`src/rtl/nbb_pkg.sv`:
```
package nbb_pkg;

  localparam int CTL_W = 6;
  localparam int CTL_DIR_BIT = 5;

  localparam logic [CTL_W-1:0] CTL_REST = 6'h04;
  localparam logic [CTL_W-1:0] CTL_ARM  = 6'h05;
  localparam logic [CTL_W-1:0] CTL_IDX  = 6'h0D;
  localparam logic [CTL_W-1:0] CTL_WR   = 6'h07;
  localparam logic [CTL_W-1:0] CTL_NSTB = 6'h06;
  localparam logic [CTL_W-1:0] CTL_BSTB = 6'h26;
  localparam logic [CTL_W-1:0] CTL_BNXT = 6'h24;

  typedef enum logic [2:0] {
    RS_IDLE, RS_ARM, RS_I1, RS_I2, RS_I3, RS_I4, RS_W1, RS_W2
  } rs_t;

  typedef struct packed {
    rs_t  st;
    logic idx_done;
    logic wr_done;
  } rs_step_t;

  typedef struct packed {
    logic blk;
    logic byte_x;
  } mode_t;

  localparam mode_t MODE_DEFAULT = '{blk: 1'b0, byte_x: 1'b0};

  function automatic rs_step_t rs_next(rs_t st, logic [CTL_W-1:0] c);
    rs_step_t r;
    r.idx_done = 1'b0;
    r.wr_done  = 1'b0;
    r.st       = (c == CTL_ARM) ? RS_ARM : RS_IDLE;
    case (st)
      RS_ARM: begin
        if (c == CTL_IDX)     r.st = RS_I1;
        else if (c == CTL_WR) r.st = RS_W1;
      end
      RS_I1: if (c == CTL_ARM) r.st = RS_I2;
      RS_I2: if (c == CTL_IDX) r.st = RS_I3;
      RS_I3: if (c == CTL_ARM) r.st = RS_I4;
      RS_I4: if (c == CTL_REST) begin
        r.st = RS_IDLE;
        r.idx_done = 1'b1;
      end
      RS_W1: if (c == CTL_ARM) r.st = RS_W2;
      RS_W2: if (c == CTL_REST) begin
        r.st = RS_IDLE;
        r.wr_done = 1'b1;
      end
      default: ;
    endcase
    return r;
  endfunction

  function automatic logic mode_code_ok(logic [7:0] v);
    return (v == 8'h08) || (v == 8'h09) || (v == 8'h18) || (v == 8'h19);
  endfunction

  function automatic mode_t mode_from_code(logic [7:0] v);
    mode_t m;
    m.blk    = v[4];
    m.byte_x = v[0];
    return m;
  endfunction

endpackage

```
`src/rtl/nbb_ctl_recog.sv`:
```
module nbb_ctl_recog
  import nbb_pkg::*;
(
  input  logic             clk,
  input  logic             rst_n,
  input  logic [CTL_W-1:0] ctl,
  input  logic             chg,
  output logic             idx_done,
  output logic             wr_done
);

  rs_t      st_q;
  rs_step_t nx;

  always_comb begin
    nx       = rs_next(st_q, ctl);
    idx_done = chg && nx.idx_done;
    wr_done  = chg && nx.wr_done;
  end

  always_ff @(posedge clk) begin
    if (!rst_n)   st_q <= RS_IDLE;
    else if (chg) st_q <= nx.st;
  end

  logic stray;
  assign stray = chg && (st_q != RS_IDLE) &&
                 !((ctl == CTL_REST) || (ctl == CTL_ARM) ||
                   (ctl == CTL_WR) || (ctl == CTL_IDX));

  assert_stray_resets_R4: assert property (@(posedge clk) disable iff (!rst_n)
    stray |=> (st_q == RS_IDLE));

  assert_done_exclusive_R4: assert property (@(posedge clk) disable iff (!rst_n)
    $onehot0({idx_done, wr_done}));

endmodule

```
`src/rtl/nbb_reg_core.sv`:
```
module nbb_reg_core
  import nbb_pkg::*;
#(
  parameter int DW = 8,
  parameter int AW = 3
) (
  input  logic          clk,
  input  logic          rst_n,
  input  logic          idx_done,
  input  logic          wr_done,
  input  logic [DW-1:0] din,
  output logic          path_open,
  output mode_t         mode_q,
  output logic [AW:0]   disk_addr,
  output logic          commit,
  output logic          seq_clear
);

  localparam logic [DW-1:0] IDX_DATA = DW'(0);
  localparam logic [DW-1:0] IDX_ADDR = DW'(1);
  localparam logic [DW-1:0] IDX_MODE = DW'(2);
  localparam logic [DW-1:0] IDX_PARK = DW'(4);

  logic [DW-1:0] index_q;
  logic [AW-1:0] reg_q;
  logic          sel_q;
  logic          staged_q;
  logic          last4_q;
  logic          disc;

  assign path_open = (index_q == IDX_DATA);
  assign disc      = idx_done && (din == IDX_PARK) && last4_q;
  assign commit    = wr_done && path_open && (mode_q.blk || staged_q);
  assign seq_clear = idx_done || wr_done;
  assign disk_addr = {sel_q, reg_q};

  always_ff @(posedge clk) begin
    if (!rst_n) begin
      index_q  <= IDX_DATA;
      mode_q   <= MODE_DEFAULT;
      reg_q    <= '0;
      sel_q    <= 1'b0;
      staged_q <= 1'b0;
      last4_q  <= 1'b0;
    end else if (idx_done) begin
      staged_q <= 1'b0;
      index_q  <= din;
      if (disc) begin
        mode_q  <= MODE_DEFAULT;
        reg_q   <= '0;
        sel_q   <= 1'b0;
        last4_q <= 1'b0;
      end else begin
        last4_q <= (din == IDX_PARK);
      end
    end else if (wr_done) begin
      last4_q <= 1'b0;
      if (path_open) staged_q <= !commit;
      if (index_q == IDX_ADDR) begin
        reg_q <= din[2 +: AW];
        sel_q <= din[1];
      end
      if (index_q == IDX_MODE && mode_code_ok(din[7:0]))
        mode_q <= mode_from_code(din[7:0]);
    end
  end

  assert_index_load_R2: assert property (@(posedge clk) disable iff (!rst_n)
    idx_done |=> (index_q == $past(din)));

  assert_first_pulse_stages_R5: assert property (@(posedge clk) disable iff (!rst_n)
    (wr_done && path_open && !mode_q.blk && !staged_q) |=> staged_q);

  assert_commit_unstages_R5: assert property (@(posedge clk) disable iff (!rst_n)
    commit |=> !staged_q);

  assert_mode_source_R6: assert property (@(posedge clk) disable iff (!rst_n)
    !$stable(mode_q) |-> ($past(wr_done) || $past(disc)));

  assert_park_defaults_R13: assert property (@(posedge clk) disable iff (!rst_n)
    disc |=> (mode_q == MODE_DEFAULT) && (disk_addr == '0));

endmodule

```
`src/rtl/nbb_read_path.sv`:
```
module nbb_read_path
  import nbb_pkg::*;
#(
  parameter int DW = 8
) (
  input  logic             clk,
  input  logic             rst_n,
  input  logic [CTL_W-1:0] ctl,
  input  logic [CTL_W-1:0] ctl_prev,
  input  logic             chg,
  input  logic             path_open,
  input  mode_t            mode,
  input  logic             seq_clear,
  input  logic [DW-1:0]    rdata,
  output logic             fetch,
  output logic [DW/2-1:0]  stat,
  output logic [DW-1:0]    dout,
  output logic             oe
);

  localparam int HW = DW / 2;

  function automatic logic [HW-1:0] nib_pick(logic [DW-1:0] b, logic hi);
    return hi ? b[DW-1:HW] : b[HW-1:0];
  endfunction

  logic [1:0]    phase_q, phase_d;
  logic          hi_q, hi_set;
  logic [DW-1:0] buf_q;

  always_comb begin
    fetch   = 1'b0;
    hi_set  = 1'b0;
    phase_d = phase_q;
    if (chg && path_open && !seq_clear) begin
      case ({mode.byte_x, mode.blk})
        2'b00: if (ctl == CTL_NSTB) begin
          fetch   = (phase_q == 2'd0);
          hi_set  = (phase_q == 2'd1);
          phase_d = phase_q + 2'd1;
        end
        2'b01: begin
          fetch  = (ctl == CTL_NSTB);
          hi_set = (ctl == CTL_REST) && (ctl_prev == CTL_NSTB);
        end
        2'b10: if (ctl == CTL_BSTB) begin
          fetch   = (phase_q == 2'd0);
          phase_d = (phase_q == 2'd0) ? 2'd1 : 2'd0;
        end
        default:
          fetch = (ctl == CTL_BSTB) ||
                  ((ctl == CTL_BNXT) && (ctl_prev == CTL_BSTB));
      endcase
    end
  end

  always_ff @(posedge clk) begin
    if (!rst_n) begin
      phase_q <= 2'd0;
      hi_q    <= 1'b0;
      buf_q   <= '0;
    end else if (seq_clear) begin
      phase_q <= 2'd0;
      hi_q    <= 1'b0;
    end else begin
      phase_q <= phase_d;
      if (fetch) begin
        buf_q <= rdata;
        hi_q  <= 1'b0;
      end else if (hi_set) begin
        hi_q <= 1'b1;
      end
    end
  end

  assign stat = nib_pick(buf_q, hi_q);
  assign dout = buf_q;
  assign oe   = path_open && mode.byte_x && ctl[CTL_DIR_BIT];

  assert_low_nibble_first_R7: assert property (@(posedge clk) disable iff (!rst_n)
    (fetch && !mode.byte_x) |=> (stat == $past(rdata[HW-1:0])));

  assert_byte_return_R8: assert property (@(posedge clk) disable iff (!rst_n)
    (fetch && mode.byte_x) |=> (dout == $past(rdata)));

endmodule

```
`src/rtl/nibble_reg_bridge.sv`:
```
module nibble_reg_bridge
  import nbb_pkg::*;
#(
  parameter int DW = 8,
  parameter int AW = 3
) (
  input  logic             clk,
  input  logic             rst_n,
  input  logic [DW-1:0]    host_din,
  input  logic [CTL_W-1:0] host_ctl,
  output logic [DW-1:0]    host_dout,
  output logic             host_oe,
  output logic [DW/2-1:0]  host_stat,
  output logic             rb_rd,
  output logic             rb_wr,
  output logic [AW:0]      rb_addr,
  output logic [DW-1:0]    rb_wdata,
  input  logic [DW-1:0]    rb_rdata
);

  logic [CTL_W-1:0] ctl_prev_q;
  logic             chg;
  logic             idx_done, wr_done;
  logic             path_open, seq_clear;
  mode_t            mode_q;

  assign chg = (host_ctl != ctl_prev_q);

  always_ff @(posedge clk) begin
    if (!rst_n) ctl_prev_q <= CTL_REST;
    else        ctl_prev_q <= host_ctl;
  end

  nbb_ctl_recog u_recog (
    .clk      (clk),
    .rst_n    (rst_n),
    .ctl      (host_ctl),
    .chg      (chg),
    .idx_done (idx_done),
    .wr_done  (wr_done)
  );

  nbb_reg_core #(.DW(DW), .AW(AW)) u_core (
    .clk       (clk),
    .rst_n     (rst_n),
    .idx_done  (idx_done),
    .wr_done   (wr_done),
    .din       (host_din),
    .path_open (path_open),
    .mode_q    (mode_q),
    .disk_addr (rb_addr),
    .commit    (rb_wr),
    .seq_clear (seq_clear)
  );

  nbb_read_path #(.DW(DW)) u_read (
    .clk       (clk),
    .rst_n     (rst_n),
    .ctl       (host_ctl),
    .ctl_prev  (ctl_prev_q),
    .chg       (chg),
    .path_open (path_open),
    .mode      (mode_q),
    .seq_clear (seq_clear),
    .rdata     (rb_rdata),
    .fetch     (rb_rd),
    .stat      (host_stat),
    .dout      (host_dout),
    .oe        (host_oe)
  );

  assign rb_wdata = host_din;

  assert_strobes_exclusive_R12: assert property (@(posedge clk) disable iff (!rst_n)
    !(rb_rd && rb_wr));

  assert_closed_path_quiet_R12: assert property (@(posedge clk) disable iff (!rst_n)
    !path_open |-> !(rb_rd || rb_wr));

endmodule

```
`config.mk`:
```
export PLATFORM = sky130hd
export DESIGN_NAME = nibble_reg_bridge
export DESIGN_NICKNAME = d
export VERILOG_FILES = /design/src/rtl/nbb_pkg.sv /design/src/rtl/nbb_ctl_recog.sv /design/src/rtl/nbb_reg_core.sv /design/src/rtl/nbb_read_path.sv /design/src/rtl/nibble_reg_bridge.sv
export SDC_FILE = /design/constraint.sdc
export NUM_CORES = 1
export LEC_CHECK = 0
export BUFFER_PORTS_ARGS = -buffer_cell sky130_fd_sc_hd__buf_2
export CORE_ASPECT_RATIO = 0.9
export CORE_UTILIZATION = 45
export CTS_BUF_LIST = sky130_fd_sc_hd__clkbuf_4
export CTS_CLUSTER_DIAMETER = 40
export DETAILED_ROUTE_END_ITERATION = 8
export GPL_TIMING_DRIVEN = 0
export PLACE_DENSITY = 0.79
export RECOVER_POWER = 25
export SYNTH_ARGS = -nofsm -noshare
export SYNTH_HDL_FRONTEND = slang
export SYNTH_SLANG_ARGS = --single-unit
```
`constraint.sdc`:
```
create_clock -name clk -period 3.1 [get_ports clk]
set_input_delay 0.62 -clock clk [delete_from_list [all_inputs] [get_ports clk]]
set_output_delay 0.62 -clock clk [all_outputs]
set_load 0.05 [all_outputs]
```
Yosys cells after proc, flatten, opt, wreduce, memory -nomap -nowiden
Cells that the tools add are included.

Logic and storage cells: 121. Register bits after elaboration: 36. Bits of input ports: 24.

Reduce and logical (&&, ||, !) cells: 36. Equality and inequality tests: 30. Bitwise gates (word level): 2. $add $sub $neg: 1. Multiplexer cells: 40.

Operators with widths (count): 2-to-1 mux 3 bit (11); == test 6 x 3 -> 1 bit (second input constant) (5); case mux 3 bit (7 select lines) (1); == test 6 bit (second input constant) (3); 2-to-1 mux 1 bit (17); == test 8 x 4 -> 1 bit (second input constant) (2); == test 8 x 5 -> 1 bit (second input constant) (2); logical AND 1 bit (13); == test 3 bit (second input constant) (4); 2-to-1 mux 2 bit (6); == test 8 x 1 -> 1 bit (second input constant) (1); == test 8 x 2 -> 1 bit (second input constant) (1); == test 8 x 3 -> 1 bit (second input constant) (1); logical NOT 8 bit (1); 2-to-1 mux 4 bit (2); nonzero test 2 bit (4); == test 3 x 2 -> 1 bit (second input constant) (2); == test 6 x 4 -> 1 bit (second input constant) (1); logical OR 1 bit (6); != test 6 bit (1); AND reduction 3 bit (2); == test 2 x 1 -> 1 bit (second input constant) (2); logical NOT 2 bit (2); != test 2 x 1 -> 1 bit (second input constant) (2); 13 further kinds (17).

Depth between registers and ports, before layout
Depth in word-level cells: 10. Depth in mapped cells: 7. Depth with buffers taken out: 5.

Modules after synthesis
From an unflattened synthesis, not the netlist that was laid out.

Cell total of the unflattened synthesis: 221. Area total of the unflattened synthesis: 1951.9 um2.

By module, submodules not included: nbb_reg_core (area an instance 794.5 um2, cells an instance 85, instances 1); nbb_read_path (area an instance 669.4 um2, cells an instance 80, instances 1); nibble_reg_bridge (area an instance 282.8 um2, cells an instance 28, instances 1); nbb_ctl_recog (area an instance 205.2 um2, cells an instance 28, instances 1).

Worst setup path before layout
Ideal clock, no wire load.

Path kind: input to output. Start: input port host_ctl[3]. End: output port rb_wr. Setup slack: -524 ps. Stages on the path: 5. Arrival: 3004 ps. Required time: 2480 ps. Cells stage by stage: buf_6 -> or4b_1 -> nor4_4 -> a21bo_2 -> nor3_1.

Cells in the longest elaborated chain, start to end: 6. Elaborated cells between the ends (all ways): 7.

Ends and longest elaborated chain: start: declaration (line nibble_reg_bridge.sv:10) `input logic [CTL_W-1:0] host_ctl,`; == test 6 x 3 -> 1 bit (line nbb_pkg.sv:49) `RS_W2: if (c == CTL_REST) begin`; 2-to-1 mux 1 bit (line nbb_pkg.sv:49); 2-to-1 mux 1 bit (line nbb_pkg.sv:36) `case (st)`; logical AND 1 bit * (line nbb_ctl_recog.sv:18) `wr_done = chg && nx.wr_done;`; logical AND 1 bit * (2 in series) (line nbb_reg_core.sv:33) `assign commit = wr_done && path_open && (mode_q.blk || staged_q);`; end: declaration (line nibble_reg_bridge.sv:15) `output logic rb_wr,`.

Mark *: on every way between the ends. The rest lies on a longest branch, timed or not.

Worst setup path after layout
Start: input port host_ctl[4]. End: output port rb_wr.

Same word-level chain as after synthesis.

==> summary.md <==
| Metric | Value |
|---|---|
| Setup_tns | 0 ns |
| Vias | 1799 |
| DRC errors left | 0 |
| H-tree depth | 2 |
| Die extent in y | between 60 and 70 µm |
| Largest cells by area after synthesis | dfxtp_1 36%, mux2i_1 7.9%, nand2_1 4.8%, buf_4 3.7%, xor2_1 3.5% |
| Core area | about 0.0042 mm² |
| PortBufs | 47 |
| CTS Buffer Depth | 2 |
| DP HPWL | 3330 µm |
| RSZ-0062 raised after global routing | no |
| Final setup viols | 0 |
| Tot GR Track Use | 0.201 |
| Syn_nets | between 200 and 300 |
| Min-Delay Path Class | reg2reg |
| Seq/Total Area, Yosys | 0.356 |
| Full die area | about 0.0048 mm² |
| Initial antenna violation count | 0 |
| Vias in the first global route | roughly 1600 |
| Ys Warns | 0 |
| Max-slew violation count | 0 |
| Top cell type's share of synthesized area | 0.356 |
| Max-Cap Viols | 0 |
| Total CTS buffers | 5 |
| CTS tree | built |
| Layout area overhead | 18.6% |
| Share of layout cells above drive strength 1 | 0.280 |
| Period utilization | 0.958 |
| Number of diodes | 0 |
| Clock sink total | 36 |
| Relative slew slack | 0.572 |
| Post-synth EDFFs | 0 |
| I/O Pins | a little over 50 |
| Routed WL | 4460 µm |
| Commonest non-fill, non-tap cell in the layout | buf_2 |
| Clock latency on the worst-skew pair | around 0.35 ns |
| Crit start category | input port |
| Pre-Repair DR Iteration Count | 4 |
| Post-route antenna net violation count | 0 |
| Clk pin slew, worst setup/hold paths | ~0.11 ns |
| Ys async rst share | 0 |
| #FFs+latches synth | 36 |
| CP max FO | 8 |
| Worst setup path category | in2out |
| Leak | 0.920 nW |
| Fmax | 0.337 GHz |
| DRT iter0 DRCs | 66 |
| First-pass GRT wire length | roughly 7300 µm |
| Commonest non-fill, non-tap cells in the layout | 38 x buf_2, 36 x dfxtp_1, 26 x nand2_1, 16 x mux2i_1 |
| Final nets | about 300 |
| Grt total ovfl | 0 |
| Mean Syn Cell Area | roughly 9 µm² |
| Fillcell total | roughly 400 |
| Outcome | completed |
| CTS Hold Buffers Added | 0 |
| Main synth FF type | dfxtp_1 |
| Die width | a little over 70 µm |
| Yosys top cell by area | dfxtp_1 |
| Mapped Cells | around 220 |
| CP arrival | about 2.4 ns |
| CP Capture Type | output port |
| Initial Util | 0.483 |
| Routability cong. | 0.789 |
| Largest net degree at the start of global routing | 12 |
| Slew of the pin with the lowest slew margin | about 0.64 ns |
| Hold Violations, Final | 0 |
| Rows | 22 |
| CTS root buffer | clkbuf_4 |
| Synth Cell Area | 0.00202 mm² |
| Max IR drop VDD | ~0.19 mV |
| Final Skew | 0.00857 ns |
| WL/cell | 13.1 µm |
| PD cells | approximately 340 mW/mm² |
| Yosys cell types | between 50 and 60 |
| Drt via density | roughly 5.3 |
| Hold WS | 0.475 ns |
| Final min period | around 3.0 ns |
| Crit path required time | around 2.5 ns |
[state kept, by name, indices dropped and copies added (netlist names), 2 cells and up]
name	count
ctl_prev_q	6
u_core.index_q	8
u_read.phase_q	2
u_core.reg_q	3
u_read.dout	8
u_core.mode_q	2
u_recog.st_q	3
[cell usage after synthesis (2+ instances only)]
cell and n:
xor2_1 8, mux2_2 4, or4_4 2, clkbuf_1 6
nand3b_1 3, buf_4 10, o21ai_0 8, nor4_4 2
or2_2 2, buf_6 2, and2_1 8, dfxtp_1 36
inv_1 3, nor3b_1 5, nand4_1 6, nand2_1 26
mux2i_1 16, nand2b_1 5, a21oi_1 13, nand3_1 3
and3_1 2, ha_1 2, o211ai_1 2, or3b_1 2
nor2_1 15, nor3_1 5, nor4_1 4
[layout make-up]
cell class              count  area (µm²)  share of cell area
well taps                  60        75.1              0.0313
inverters                   4        15.0             0.00626
clock inverters             3        13.8             0.00574
repair buffers             47         226              0.0945
multi-input cells         164        1180               0.492
flip-flops and latches     36         721               0.301
plain buffers              20         130              0.0543
clock buffers               5        37.5              0.0157
[metrics by stage]
stage | util | instances | worst slack (ns) | area (µm²) | total power [W]
final | 0.573 | 339 | 0.129 | 2400 | 0.000823
after global routing | 0.573 | 339 | 0.00818 | 2400 | 0.000858
after CTS | 0.574 | 339 | 0.0567 | 2400 | 0.000830
after detailed placement | 0.561 | 331 | 0.00253 | 2350 | 0.000595
after global placement | 0.561 | 331 | 0.0118 | 2350 | 0.000594
after floorplan | - | 224 | 0.0929 | 2040 | 0.000558
[kinds of logic after synthesis]
kind of cell / Yosys count / synth area share
muxes: 21 / 0.107
buffers and inverters: 24 / 0.0718
xor gates and xnor gates: 8 / 0.0347
and+or+nand+nor: 98 / 0.293
adders and majority gates: 2 / 0.0124
AOI/OAI and AO/OA: 35 / 0.124
DFF: 36 / 0.356
[worst max-delay path, stage by stage]
cell     delay [ns]
buf_2          0.13
or4b_1         0.55
nor4_4         0.29
a21bo_2        0.35
nor3_4         0.18
buf_4          0.22
[repair_timing]
item	4_1_cts	5_1_grt
pin swaps	0	1
buffers inserted	0	0
resized for setup	1	1
setup endpoints to repair	1	2
[per-layer routing]
metal / track usage / vias up / routed length [µm]
met5: 0 / - / 0
met4: 0.0760 / 0 / 66
met3: 0.0445 / 8 / 208
met2: 0.304 / 45 / 2030
met1: 0.277 / 835 / 2150
li1: - / 911 / -
[worst paths after layout]
path,start,slack [ns],endpoint,cells past startpoint
max,host_ctl[4],0.13,rb_wr,6
min,u_read.dout[1],0.47,u_read.dout[1],2
max reg2reg,u_core.index_q[3],1.06,u_read.dout[3],6
min reg2reg,u_read.dout[1],0.47,u_read.dout[1],2
[report_power, final]
group          total (W)  internal [W]  leakage, nW  switching, W
Sequential      0.000471      0.000467        0.292    0.00000352
Clock           0.000238     0.0000831       0.0324      0.000155
Combinational   0.000114     0.0000388        0.596     0.0000748
Power figures use the tool's default switching activity.
